File: src/rtl/div_pkg.sv
package div_pkg;
  typedef enum logic {
    DIV_IDLE = 1'b0,
    DIV_RUN  = 1'b1
  } div_state_e;
endpackage

File: src/rtl/div_sign_prep.sv
module div_sign_prep #(
  parameter int W = 32
) (
  input  logic [W-1:0] dividend_i,
  input  logic [W-1:0] divisor_i,
  input  logic         signed_i,
  output logic [W-1:0] dvd_mag_o,
  output logic [W-1:0] dvs_mag_o,
  output logic         neg_quo_o,
  output logic         neg_rem_o
);
  logic dvd_neg, dvs_neg;

  always_comb begin
    dvd_neg   = signed_i & dividend_i[W-1];
    dvs_neg   = signed_i & divisor_i[W-1];
    dvd_mag_o = dvd_neg ? (~dividend_i + 1'b1) : dividend_i;
    dvs_mag_o = dvs_neg ? (~divisor_i + 1'b1) : divisor_i;
    neg_quo_o = dvd_neg ^ dvs_neg;
    neg_rem_o = dvd_neg;
  end
endmodule

File: src/rtl/div_step.sv
module div_step #(
  parameter int W = 32,
  localparam int RW = 2 * W
) (
  input  logic          ext_i,
  input  logic [RW-1:0] rem_i,
  input  logic [W-1:0]  dvs_i,
  output logic          ext_o,
  output logic [RW-1:0] rem_o
);
  logic [W+1:0] diff;
  logic         too_small;

  always_comb begin
    // ext_i extends the upper half so a shifted partial remainder never loses its top bit
    diff      = {1'b0, ext_i, rem_i[RW-1:W]} - {2'b00, dvs_i};
    // a true difference is below the divisor, so either high bit means borrow
    too_small = diff[W+1] | diff[W];
    if (too_small) begin
      ext_o = rem_i[RW-1];
      rem_o = {rem_i[RW-2:0], 1'b0};
    end else begin
      ext_o = diff[W-1];
      rem_o = {diff[W-2:0], rem_i[W-1:0], 1'b1};
    end
  end
endmodule

File: src/rtl/div_fixup.sv
module div_fixup #(
  parameter int W = 32
) (
  input  logic         ext_i,
  input  logic [W-2:0] hi_top_i,
  input  logic [W-1:0] quo_mag_i,
  input  logic         neg_quo_i,
  input  logic         neg_rem_i,
  output logic [W-1:0] quo_o,
  output logic [W-1:0] rem_o
);
  logic [W-1:0] rem_mag;

  always_comb begin
    rem_mag = {ext_i, hi_top_i};
    quo_o   = neg_quo_i ? (~quo_mag_i + 1'b1) : quo_mag_i;
    rem_o   = neg_rem_i ? (~rem_mag + 1'b1) : rem_mag;
  end
endmodule

File: src/rtl/seq_divider.sv
module seq_divider
  import div_pkg::*;
#(
  parameter int W = 32,
  localparam int RW = 2 * W,
  localparam int CW = $clog2(W + 1)
) (
  input  logic         clk_i,
  input  logic         rst_ni,
  input  logic         start_i,
  input  logic         signed_i,
  input  logic [W-1:0] dividend_i,
  input  logic [W-1:0] divisor_i,
  output logic         busy_o,
  output logic         done_o,
  output logic [W-1:0] lo_o,
  output logic [W-1:0] hi_o
);
  div_state_e    state_q;
  logic [CW-1:0] cnt_q;
  logic [RW-1:0] rem_q, rem_nxt;
  logic          ext_q, ext_nxt;
  logic [W-1:0]  dvs_q;
  logic          neg_quo_q, neg_rem_q, sgn_q, done_q;

  logic [W-1:0]  dvd_mag, dvs_mag;
  logic          neg_quo, neg_rem;
  logic          accept;

  assign accept = start_i && (state_q == DIV_IDLE);

  div_sign_prep #(.W(W)) u_prep (
    .dividend_i(dividend_i),
    .divisor_i (divisor_i),
    .signed_i  (signed_i),
    .dvd_mag_o (dvd_mag),
    .dvs_mag_o (dvs_mag),
    .neg_quo_o (neg_quo),
    .neg_rem_o (neg_rem)
  );

  div_step #(.W(W)) u_step (
    .ext_i(ext_q),
    .rem_i(rem_q),
    .dvs_i(dvs_q),
    .ext_o(ext_nxt),
    .rem_o(rem_nxt)
  );

  div_fixup #(.W(W)) u_fix (
    .ext_i    (ext_q),
    .hi_top_i (rem_q[RW-1:W+1]),
    .quo_mag_i(rem_q[W-1:0]),
    .neg_quo_i(neg_quo_q),
    .neg_rem_i(neg_rem_q),
    .quo_o    (lo_o),
    .rem_o    (hi_o)
  );

  always_ff @(posedge clk_i or negedge rst_ni) begin
    if (!rst_ni) begin
      state_q   <= DIV_IDLE;
      cnt_q     <= '0;
      rem_q     <= '0;
      ext_q     <= 1'b0;
      dvs_q     <= '0;
      neg_quo_q <= 1'b0;
      neg_rem_q <= 1'b0;
      sgn_q     <= 1'b0;
      done_q    <= 1'b0;
    end else begin
      done_q <= 1'b0;
      if (accept) begin
        state_q   <= DIV_RUN;
        cnt_q     <= CW'(W);
        rem_q     <= {{(W-1){1'b0}}, dvd_mag, 1'b0};
        ext_q     <= 1'b0;
        dvs_q     <= dvs_mag;
        neg_quo_q <= neg_quo;
        neg_rem_q <= neg_rem;
        sgn_q     <= signed_i;
      end else if (state_q == DIV_RUN) begin
        rem_q <= rem_nxt;
        ext_q <= ext_nxt;
        cnt_q <= cnt_q - 1'b1;
        if (cnt_q == CW'(1)) begin
          state_q <= DIV_IDLE;
          done_q  <= 1'b1;
        end
      end
    end
  end

  assign busy_o = (state_q == DIV_RUN);
  assign done_o = done_q;

  assert_start_busy_R2: assert property (@(posedge clk_i) disable iff (!rst_ni)
    (start_i && !busy_o) |=> busy_o);
  assert_done_pulse_R2: assert property (@(posedge clk_i) disable iff (!rst_ni)
    done_o |=> !done_o);
  assert_done_idle_R2: assert property (@(posedge clk_i) disable iff (!rst_ni)
    done_o |-> !busy_o);
  assert_rem_below_dvs_R3: assert property (@(posedge clk_i) disable iff (!rst_ni)
    (done_o && !sgn_q && dvs_q != '0) |-> (hi_o < dvs_q));
  assert_zero_div_quo_R5: assert property (@(posedge clk_i) disable iff (!rst_ni)
    (done_o && !sgn_q && dvs_q == '0) |-> (lo_o == '1));
  assert_busy_ignores_start_R7: assert property (@(posedge clk_i) disable iff (!rst_ni)
    (busy_o && cnt_q != CW'(1)) |=> busy_o);
  assert_hold_idle_R8: assert property (@(posedge clk_i) disable iff (!rst_ni)
    (!busy_o && !start_i) |=> ($stable(lo_o) && $stable(hi_o)));
endmodule

File: config.mk
export PLATFORM = sky130hd
export DESIGN_NAME = seq_divider
export DESIGN_NICKNAME = d
export VERILOG_FILES = /design/src/rtl/div_pkg.sv /design/src/rtl/div_sign_prep.sv /design/src/rtl/div_step.sv /design/src/rtl/div_fixup.sv /design/src/rtl/seq_divider.sv
export SDC_FILE = /design/constraint.sdc
export NUM_CORES = 1
export LEC_CHECK = 0
export ABC_AREA = 1
export ABC_CLOCK_PERIOD_IN_PS = 4400
export BUFFER_PORTS_ARGS = -buffer_cell sky130_fd_sc_hd__buf_2
export CELL_PAD_IN_SITES_DETAIL_PLACEMENT = 1
export CELL_PAD_IN_SITES_GLOBAL_PLACEMENT = 1
export CORE_AREA = 3 3 166 184
export DETAILED_ROUTE_END_ITERATION = 6
export DIE_AREA = 0 0 169 187
export GPL_ROUTABILITY_DRIVEN = 0
export HOLD_SLACK_MARGIN = 0.05
export PLACE_DENSITY_LB_ADDON = 0.25
export SYNTH_ARGS = -nofsm -noshare
export SYNTH_HDL_FRONTEND = slang
export SYNTH_SLANG_ARGS = --single-unit
File: constraint.sdc
create_clock -name clk_i -period 4.4 [get_ports clk_i]
set_input_delay 0.88 -clock clk_i [delete_from_list [all_inputs] [get_ports clk_i]]
set_output_delay 0.88 -clock clk_i [all_outputs]
set_load 0.02 [all_outputs]
; Word level (Yosys, flattened, before mapping)
; Index checks and enable logic that the tools add are counted.
[classes]
mux = 18
n_bitwise = 9
reduce_logical = 2
n_addsub = 6
n_eq_ne = 1
[ops]
columns = cell, n
row1 = 64-bit two-way mux, 3
row2 = "32-bit by 1-bit adder with 32-bit output, second input constant", 4
row3 = 32-bit two-way mux, 4
row4 = 32-bit inverter, 4
row5 = 33-bit by 32-bit subtractor with 34-bit output, 1
row6 = 6-bit two-way mux, 2
row7 = 1-bit two-way mux, 9
row8 = "6-bit by 1-bit == test with 1-bit output, second input constant", 1
row9 = "6-bit by 1-bit subtractor with 6-bit output, second input constant", 1
row10 = 1-bit AND, 2
row11 = 2-bit nonzero test, 1
row12 = 1-bit logical AND, 1
row13 = 1-bit inverter, 1
row14 = 1-bit OR, 1
row15 = 1-bit XOR, 1
[totals]
input_bits = 68
output_inout_bits = 66
reg_bits = 107

; Logic depth before layout (Yosys ltp)
; Gate-level depths: netlist (run 1).
[depth]
ltp_word = 5
ltp_mapped = 19

; By module
; A second synthesis (run 1) with hierarchy kept.
[hier_totals]
hier_cells = 2004
area_unflattened_um2 = 11609.9
[by_module_without_submodules]
columns = module, area_each_um2, n_inst, seq_area_each_um2, cells_per_inst
row1 = seq_divider, 4259.1, 1, 2677.6, 435
row2 = div_step, 3240.6, 1, 0.0, 660
row3 = div_sign_prep, 2067.0, 1, 0.0, 457
row4 = div_fixup, 2043.2, 1, 0.0, 452

; Least setup slack after synthesis (run 1)
; No wires, ideal clock.
[synth_path]
path_kind = reg2out
start = reg rem_q[33]
end = out hi_o[28]
required_ps = 3520
stages_incl_launch_ff = 11
arrival_ps = 1946
path_buffers = 0
slack_ps = 1574
cell_sequence = dfrtp_1 -> inv_1 -> ha_1 -> nand3_1 -> nor2_1 -> nand2_1 -> nor2_1 -> nand3_1 -> o21ai_0 -> nand2_1 -> xor2_1
[synth_between]
elab_chain_cells = 3
[synth_lines]
columns = item, line
row1 = "start, declared", seq_divider.sv:21  ; logic [RW-1:0] rem_q, rem_nxt;
row2 = "start signal, assigned", seq_divider.sv:76  ; rem_q <= {{(W-1){1'b0}}, dvd_mag, 1'b0};
row3 = "start signal, assigned", seq_divider.sv:83  ; rem_q <= rem_nxt;
row4 = 32-bit inverter, div_fixup.sv:17  ; rem_o = neg_rem_i ? (~rem_mag + 1'b1) : rem_mag;
row5 = 32-bit by 1-bit adder with 32-bit output, div_fixup.sv:17
row6 = 32-bit two-way mux, div_fixup.sv:17
row7 = "end, declared", seq_divider.sv:17  ; output logic [W-1:0] hi_o
; No other way between the ends.

; Worst setup path after layout (run 1)
; Same ends and word-level chain as after synthesis.

==> flow_summary.json, run 1 <==
{
  "outcome": "finished clean",
  "post-place-ws_ns": 1.018,
  "wl_met3_um": 1143,
  "cts_sinks": 107,
  "fin_tns_setup_ns": 0,
  "min_delay_path_depth": 2,
  "ctsResizeCount": 0,
  "rsz0062_at_grt": "no",
  "layout_common_cells": "nand2_1, inv_1, nor2_1",
  "cp_data_arrival_time_ns": 2.89,
  "power.density_nw_per_um2": 974.8,
  "p_int_mw": 4.643,
  "drt-total-wl_um": 36130,
  "dieWidth_um": 169,
  "min_path_type": "reg -> reg",
  "synth_edf_count": 0,
  "clkPwrFrac": 0.081,
  "synth_area_um2": 10060,
  "seqPwrFrac": 0.183,
  "overflow": 0,
  "comb_power_share": 0.735,
  "highest_layer": "met5",
  "final-setup-viol-count": 0,
  "fin_area_um2": 11360,
  "ff2ff_path_depth": 16,
  "final_common_cell": "nand2_1",
  "ctsHoldBuffers": 0,
  "synth_top_area_share": 0.2661,
  "grt_max_degree": 74,
  "grt_pass1_wl_um": 58460,
  "slew_headroom": 0.3278,
  "yosysSeqAreaShare": 0.2661,
  "routed_via_density": 5.177,
  "cts_tree": "built",
  "row_count": 65,
  "p_sw_mw": 6.434,
  "cts_root_buffer": "clkbuf_16",
  "die_h_um": 187,
  "cts_setup_buffers": 0,
  "drtAntennaViolNets": 0,
  "syn-num-nets": 1708,
  "syn_area_per_cell_um2": 6.284,
  "first_iter_violations": 348,
  "period_share": 0.8578,
  "syn_inst": 1601,
  "final_nets": 1814,
  "worstPathRequired_ns": 3.52,
  "final-hold-violation-count": 0,
  "finalMaxSlewViolations": 0,
  "final_cells": 2081,
  "setup_slack_ns": 0.6257,
  "ys_types": 45,
  "core_area_um2": 28710,
  "swShare": 0.5808,
  "cts.reportedPaths.clkPinSlew_ns": 0.09,
  "ios": 134,
  "skew_ns": 0.01014,
  "yosysWarnings": 0,
  "synth.area.top_cells": "dfrtp_1, nand2_1, inv_1, xor2_1, nand3_1",
  "dp.cells": 2064,
  "synth_area_leader_cell": "dfrtp_1",
  "drive_gt1_frac": 0.1151,
  "htreeDepth": 3,
  "m1WireLength_um": 15690,
  "total_leakage_power_nw": 5.946,
  "cts.path.max_buffers": 2,
  "async_flop_share": 1.000,
  "critPathMaxFanout": 4,
  "synth-seq-cells": 107,
  "synth_ff_type": "dfrtp_1",
  "drc_errors": 0,
  "critPathLaunchType": "flop",
  "wl_met2_um": 18470,
  "ir_drop_uv": 337.2,
  "grt_usage": 0.2278,
  "numCtsBuffers": 9,
  "tightestPinTransition_ns": 1.008,
  "clock.fmax_mhz": 265.0,
  "start_util": 0.3504,
  "syn2layout_area_growth_pct": 12.95,
  "timing.hold.ws_ns": 0.4826,
  "place_area_um2": 11060,
  "wl_per_cell_um": 17.36,
  "vias": 10773,
  "worstSetupPathType": "reg -> out",
  "antenna_found_initial": 9,
  "io_buffers": 133,
  "period_needed_ns": 3.774,
  "drt_first_pass_iters": 5,
  "insertion_delay_ns": 0.37,
  "endpoint_kind": "output port",
  "hpwl_um": 28850,
  "grt_pass1_vias": 11305,
  "maxCapViolations": 0,
  "die_area_um2": 31600
}
## path summary, 6_finish.rpt
check	from	slack, ns	end
max in group asynchronous	rst_ni	2.84	dvs_q[23]
worst min-delay path	dvs_q[30]	0.48	dvs_q[30]
min in group asynchronous	rst_ni	0.66	cnt_q[4]
worst max register to register	rem_q[32]	1.22	rem_q[55]
worst min register to register	dvs_q[30]	0.48	dvs_q[30]
worst max-delay path	rem_q[33]	0.63	hi_o[28]
## layer usage
layer,global-route usage,vias to the layer above
met4,0.05994,14
met1,0.2762,5225
met2,0.4213,156
met5,0,-
li1,-,5326
met3,0.03023,52
## critical path, cell delays in order (launching register included)
cell and delay [ns]:
dfrtp_1 0.42, inv_1 0.15, ha_1 0.19, nand3_1 0.14, nor2_1 0.18, nand2_1 0.11
nor2_1 0.43, nand3_1 0.17, o21ai_0 0.29, nand2_1 0.10, xor2_1 0.14, buf_2 0.18
## layout make-up
cell class	count	area, um^2
tap	368	460.4
inverter	239	897.1
fill	3919	17350
antenna	1	2.502
multi-input combinational	1208	6284
sequential	107	2679
timing repair buffer	142	735.7
clock buffer	9	225.2
clock inverter	7	80.08
## power by group through the flow
stage | sequential (mW) | combinational (mW) | clock, mW
5_1_grt | 2.11 | 9.11 | 0.954
3_3_place_gp | 2.02 | 7.98 | 0
4_1_cts | 2.03 | 8.18 | 0.919
3_5_place_dp | 2.04 | 8.13 | 0
2_1_floorplan | 1.87 | 5.87 | 0
6_report | 2.03 | 8.14 | 0.901
## sequential cells by signal, indices dropped and copies added, names as in the netlist
name and count:
rem_q 64, dvs_q 32, cnt_q 6, busy_o 1, done_o 1, ext_q 1
neg_quo_q 1, neg_rem_q 1
## metrics by stage
| step | total power [mW] | util |
|---|---|---|
| 6_report | 11.08 | 0.3958 |
| 5_1_grt | 12.17 | 0.3958 |
| 4_1_cts | 11.13 | 0.3957 |
| 3_5_place_dp | 10.17 | 0.3851 |
| 3_3_place_gp | 10.01 | 0.3851 |
| 2_1_floorplan | 7.744 | - |
## kinds of logic after synthesis
kind of cell             Yosys count  share of synthesized area
AO/OA/AOI/OAI                    210                     0.1215
XOR/XNOR                          98                    0.08531
adder cells (fa/ha/maj)           39                    0.04925
buffers and inverters            286                     0.1103
flip-flops                       107                     0.2661
AND/OR/NAND/NOR                  861                     0.3675
## synth_stat cells, types with 10 or more instances
cell type  number
o221ai_1       10
ha_1           38
dfrtp_1       107
nor3_1         20
a21oi_1        43
nand3_1       120
nor2_1        141
a22oi_1        23
nand2_1       492
nand4_1        35
xor2_1         76
inv_1         235
o21ai_0       101
xnor2_1        22
clkbuf_1       30
nand3b_1       14
Note: power is estimated with default switching activity, not from simulation.
==> run 2: changes to the inputs <==
==> constraint.sdc (replaced) <==
create_clock -name clk_i -period 4.4 [get_ports clk_i]
set_input_delay 0.44 -clock clk_i [delete_from_list [all_inputs] [get_ports clk_i]]
set_output_delay 0.44 -clock clk_i [all_outputs]
set_load 0.02 [all_outputs]
==> flow_summary.json, run 2 (synthesis results as in run 1) <==
{
  "fin_total_pwr_mw": 11.04,
  "period_needed_ns": 3.460,
  "dp.cells": 2064,
  "grt_max_degree": 62,
  "die_area_um2": 31600,
  "io_buffers": 133,
  "endpoint_kind": "output port",
  "skew_ns": 0.01175,
  "slew_headroom": 0.3713,
  "top_regs": "rem_q: 64 flops, dvs_q: 32 flops, cnt_q: 6 flops",
  "worstSetupPathType": "reg -> out",
  "m1WireLength_um": 15690,
  "final-setup-viol-count": 0,
  "tightestPinTransition_ns": 0.9420,
  "antenna_found_initial": 9,
  "worstPathRequired_ns": 3.96,
  "vias": 10660,
  "maxCapViolations": 0,
  "timing.hold.ws_ns": 0.04325,
  "wl_met3_um": 1120,
  "numCtsBuffers": 9,
  "layout_common_cells": "nand2_1, inv_1, nor2_1",
  "grt_pass1_vias": 11278,
  "post-place-ws_ns": 1.263,
  "highest_layer": "met5",
  "cts_root_buffer": "clkbuf_16",
  "final_nets": 1814,
  "overflow": 0,
  "min_path_type": "in -> async",
  "period_share": 0.7865,
  "drt_first_pass_iters": 5,
  "syn2layout_area_growth_pct": 12.90,
  "power.density_nw_per_um2": 971.8,
  "outcome": "finished clean",
  "final_common_cell": "nand2_1",
  "htreeDepth": 3,
  "setup_slack_ns": 0.9395,
  "cts.reportedPaths.clkPinSlew_ns": 0.08,
  "cts.path.max_buffers": 2,
  "cts_sinks": 107,
  "cp_data_arrival_time_ns": 3.02,
  "wl_per_cell_um": 17.22,
  "die_h_um": 187,
  "cts_tree": "built",
  "row_count": 65,
  "hpwl_um": 28790,
  "insertion_delay_ns": 0.36,
  "fin_tns_setup_ns": 0,
  "first_iter_violations": 513,
  "drt-total-wl_um": 35830,
  "ctsResizeCount": 0,
  "routed_via_density": 5.123,
  "dieWidth_um": 169,
  "drtAntennaViolNets": 0,
  "drc_errors": 0,
  "clock.fmax_mhz": 289.0,
  "finalMaxSlewViolations": 0,
  "largest_register_ffs": 64,
  "ios": 134,
  "wl_met2_um": 18390,
  "critPathLaunchType": "flop",
  "grt_pass1_wl_um": 58960,
  "core_area_um2": 28710,
  "drive_gt1_frac": 0.1151,
  "ctsHoldBuffers": 0,
  "final-hold-violation-count": 0,
  "max_flop_register": "rem_q",
  "cts_setup_buffers": 0,
  "grt_usage": 0.2278,
  "rsz0062_at_grt": "no",
  "final_cells": 2081,
  "start_util": 0.3504,
  "critPathMaxFanout": 4,
  "total_leakage_power_nw": 5.935,
  "ir_drop_uv": 315.1
}
run 2: cell count changes in the layout (fill, tap and decap cells not counted):
cell,before,now
clkinvlp_4,0,2
inv_6,2,1
inv_8,2,1
run 2: per-layer routing:
metal,GRT usage,vias to the layer above
li1,-,5330
met5,0,-
met2,0.4194,141
met1,0.2795,5129
met3,0.03509,44
met4,0.04808,16
run 2: path summary, 6_finish.rpt:
path	startpoint	end	slack [ns]	depth (start not counted)
min	rst_ni	cnt_q[0]	0.04	1
max in group asynchronous	rst_ni	rem_q[58]	3.41	2
max	rem_q[33]	hi_o[28]	0.94	11
min in group clk_i	divisor_i[31]	neg_quo_q	0.35	2
max reg2reg	rem_q[32]	rem_q[54]	1.24	16
min reg2reg	dvs_q[30]	dvs_q[30]	0.49	2
run 2: final cells by class:
cell class,instances,area [um^2]
Antenna cell,1,2.502
Clock buffer,9,225.2
Clock inverter,7,75.07
Fill cell,3903,17350
Inverter,239,897.1
Multi-Input combinational cell,1208,6284
Sequential cell,107,2679
Tap cell,368,460.4
Timing Repair Buffer,142,735.7
run 2: power breakdown:
group	switching, mW	internal (mW)	total (mW)
combinational	5.47	2.69	8.16
sequential	0.504	1.51	2.01
clock	0.423	0.447	0.870
run 2: critical path: stages, from the launching register on:
cell and delay [ns]:
dfrtp_1 0.41, inv_1 0.17, ha_1 0.19, nand3_1 0.14, nor2_1 0.20, nand2_1 0.13, nor2_1 0.37, nand3_1 0.20
o21ai_0 0.39, nand2_1 0.11, xor2_1 0.15, buf_2 0.18
run 2: metrics by stage:
stage / utilization / area [um^2]
6_report: 0.3956 / 11360
5_1_grt: 0.3956 / 11360
4_1_cts: 0.3956 / 11360
3_5_place_dp: 0.3851 / 11060
3_3_place_gp: 0.3851 / 11060
2_1_floorplan: - / 10060
==> run 3: changes to the inputs <==
--- a/config.mk
+++ b/config.mk
@@ -5,14 +5,14 @@
 export SDC_FILE = /design/constraint.sdc
 export NUM_CORES = 1
 export LEC_CHECK = 0
-export ABC_AREA = 1
-export ABC_CLOCK_PERIOD_IN_PS = 4400
+export ABC_AREA = 0
+export ABC_CLOCK_PERIOD_IN_PS = 3200
 export BUFFER_PORTS_ARGS = -buffer_cell sky130_fd_sc_hd__buf_2
 export CELL_PAD_IN_SITES_DETAIL_PLACEMENT = 1
 export CELL_PAD_IN_SITES_GLOBAL_PLACEMENT = 1
-export CORE_AREA = 3 3 166 184
+export CORE_AREA = 3 3 158 175
 export DETAILED_ROUTE_END_ITERATION = 6
-export DIE_AREA = 0 0 169 187
+export DIE_AREA = 0 0 161 178
 export GPL_ROUTABILITY_DRIVEN = 0
 export HOLD_SLACK_MARGIN = 0.05
 export PLACE_DENSITY_LB_ADDON = 0.25
==> constraint.sdc (replaced) <==
create_clock -name clk_i -period 3.2 [get_ports clk_i]
set_input_delay 0.32 -clock clk_i [delete_from_list [all_inputs] [get_ports clk_i]]
set_output_delay 0.32 -clock clk_i [all_outputs]
set_load 0.02 [all_outputs]
==> flow_summary.json, run 3 <==
{
  "yosysSeqAreaShare": 0.2966,
  "drc_errors": 0,
  "ys_types": 65,
  "finalMaxSlewViolations": 0,
  "critPathMaxFanout": 3,
  "grt_pass1_vias": 9443,
  "htreeDepth": 3,
  "layout_common_cells": "nand2_1, o21ai_0, buf_2",
  "synth_ff_type": "dfrtp_1",
  "synth.area.top_cells": "dfrtp_1, xnor2_1, o21ai_0, nand2_1, ha_1",
  "row_count": 62,
  "ir_drop_uv": 564.3,
  "cts_root_buffer": "clkbuf_16",
  "synth_top_area_share": 0.2966,
  "final-hold-violation-count": 0,
  "drt_first_pass_iters": 4,
  "critPathLaunchType": "flop",
  "drive_gt1_frac": 0.2361,
  "cts_sinks": 107,
  "synth_edf_count": 0,
  "synth_area_um2": 9027,
  "die_area_um2": 28660,
  "drt-total-wl_um": 30290,
  "total_leakage_power_nw": 4.844,
  "antenna_found_initial": 10,
  "cp_data_arrival_time_ns": 3.18,
  "wl_per_cell_um": 17.82,
  "overflow": 0,
  "period_needed_ns": 3.503,
  "ctsHoldBuffers": 0,
  "max_flop_register": "rem_q",
  "cts.path.max_buffers": 2,
  "clock.fmax_mhz": 285.5,
  "vias": 8983,
  "synth_common_cells": "nand2_1, o21ai_0, dfrtp_1",
  "syn2layout_area_growth_pct": 26.11,
  "worstPathRequired_ns": 2.88,
  "maxCapViolations": 0,
  "cts.reportedPaths.clkPinSlew_ns": 0.08,
  "syn-num-nets": 1262,
  "regToRegSetupSlack_ns": 0.01,
  "setup.worst_path.start": "rem_q[41]",
  "syn_inst": 1155,
  "start_util": 0.3463,
  "insertion_delay_ns": 0.36,
  "ff2ff_path_depth": 15,
  "cts_tree": "built",
  "skew_ns": 0.01272,
  "violations": "setup timing",
  "dieWidth_um": 161,
  "post-place-ws_ns": -0.06552,
  "final-setup-viol-count": 14,
  "worstSetupPathType": "reg -> out",
  "power.density_nw_per_um2": 1370,
  "slew_headroom": 0.3066,
  "io_buffers": 133,
  "grt_pass1_wl_um": 48890,
  "die_h_um": 178,
  "rsz0062_at_grt": "yes",
  "routed_via_density": 5.284,
  "synth-seq-cells": 107,
  "numCtsBuffers": 9,
  "r2r-start": "rem_q[41]",
  "drtAntennaViolNets": 0,
  "fin_total_pwr_mw": 15.60,
  "ios": 134,
  "largest_register_ffs": 64,
  "outcome": "finished with violations",
  "min_path_type": "in -> async",
  "grt_usage": 0.2092,
  "period_share": 1.095,
  "timing.hold.ws_ns": 0.02057,
  "endpoint_kind": "output port",
  "synth_most_common_cell": "nand2_1",
  "grt_max_degree": 108,
  "final_common_cell": "nand2_1",
  "first_iter_violations": 352,
  "syn_area_per_cell_um2": 7.816,
  "synth_area_leader_cell": "dfrtp_1",
  "r2r-end": "rem_q[53]",
  "async_flop_share": 1.000,
  "top_regs": "rem_q: 64 flops, dvs_q: 32 flops, cnt_q: 6 flops",
  "worstSetupEndpoint": "hi_o[25]",
  "yosysWarnings": 0,
  "tightestPinTransition_ns": 1.040,
  "hpwl_um": 23240,
  "final_nets": 1449,
  "core_area_um2": 26070,
  "setup_slack_ns": -0.3029
}
[run 3: changes by cell type in the layout (fill, tap and decap cells not counted), sizes merged, moves of 27 or more]
| cell | delta |
|---|---|
| nor2 | -95 |
| nand3 | -110 |
| o21ai | +78 |
| inv | -185 |
| xnor2 | +76 |
| nand2 | -313 |
| mux2i | +27 |
| buf | +97 |
| xor2 | -31 |
[run 3: critical path: stages (launching register included)]
cell     delay (ns)
dfrtp_1        0.39
or3_4          0.39
or3_4          0.36
or3_4          0.39
or4_4          0.47
or2_1          0.27
o41ai_2        0.23
xnor2_1        0.16
buf_4          0.16
[run 3: how the worst min path moves through the flow]
stage,start,slack [ns],end
after floorplan,rst_ni,0.02,busy_o
after global placement,rst_ni,0.46,dvs_q[10]
after detailed placement,rst_ni,0.46,rem_q[40]
after CTS,rst_ni,0.06,rem_q[40]
after global routing,rst_ni,0.08,rem_q[41]
final,rst_ni,0.02,rem_q[40]
[run 3: logic make-up (layout without fill, tap and decap cells)]
family / after synthesis / in the layout / synth area share
AO/OA/AOI/OAI: 347 / 347 / 0.2313
multiplexers: 27 / 27 / 0.02994
adder cells (fa/ha/maj): 39 / 39 / 0.05489
XOR/XNOR: 143 / 143 / 0.1387
buffers and inverters: 115 / 307 / 0.04976
AND/OR/NAND/NOR: 377 / 377 / 0.1988
other: 0 / 1 / 0
flip-flops: 107 / 107 / 0.2966
[run 3: stage by stage]
step	utilization	std cells	instance area (um^2)	setup TNS (ns)
6_report	0.4368	1700	11380	-3.002
5_1_grt	0.4368	1700	11380	-6.544
4_1_cts	0.4266	1693	11120	-3.307
3_5_place_dp	0.4096	1671	10680	-0.7167
3_3_place_gp	0.4096	1671	10680	-0.07541
2_1_floorplan	-	1155	9027	0
[run 3: where the power goes]
| group | total [mW] | switching, mW | internal (mW) |
|---|---|---|---|
| registers | 2.77 | 0.710 | 2.06 |
| clock network | 1.14 | 0.591 | 0.551 |
| logic | 11.7 | 6.57 | 5.11 |
| total | 15.6 | 7.87 | 7.72 |
[run 3: cell type report]
| class | count | area, um^2 |
|---|---|---|
| fill | 3246 | 14680 |
| multi-input combinational | 933 | 6190 |
| sequential | 107 | 2683 |
| clock buffer | 9 | 225.2 |
| clock inverter | 7 | 67.56 |
| tap | 352 | 440.4 |
| inverter | 52 | 195.2 |
| antenna | 1 | 2.502 |
| timing repair buffer | 239 | 1582 |
[run 3: layer usage]
metal / up-vias / wire (um) / global-route usage / share of wire
li1: 4457 / - / - / -
met1: 4339 / 13920 / 0.2726 / 0.46
met2: 131 / 14780 / 0.3698 / 0.49
met3: 38 / 1089 / 0.03484 / 0.036
met4: 18 / 376 / 0.03837 / 0.012
met5: - / 122 / 0 / 0.0040
[run 3: what timing repair did]
item                       CTS  global route
setup buffers                6             6
gates resized for setup     32            50
hold endpoints to repair     0             0
pin swaps                    6            12
setup endpoints to repair   46            56
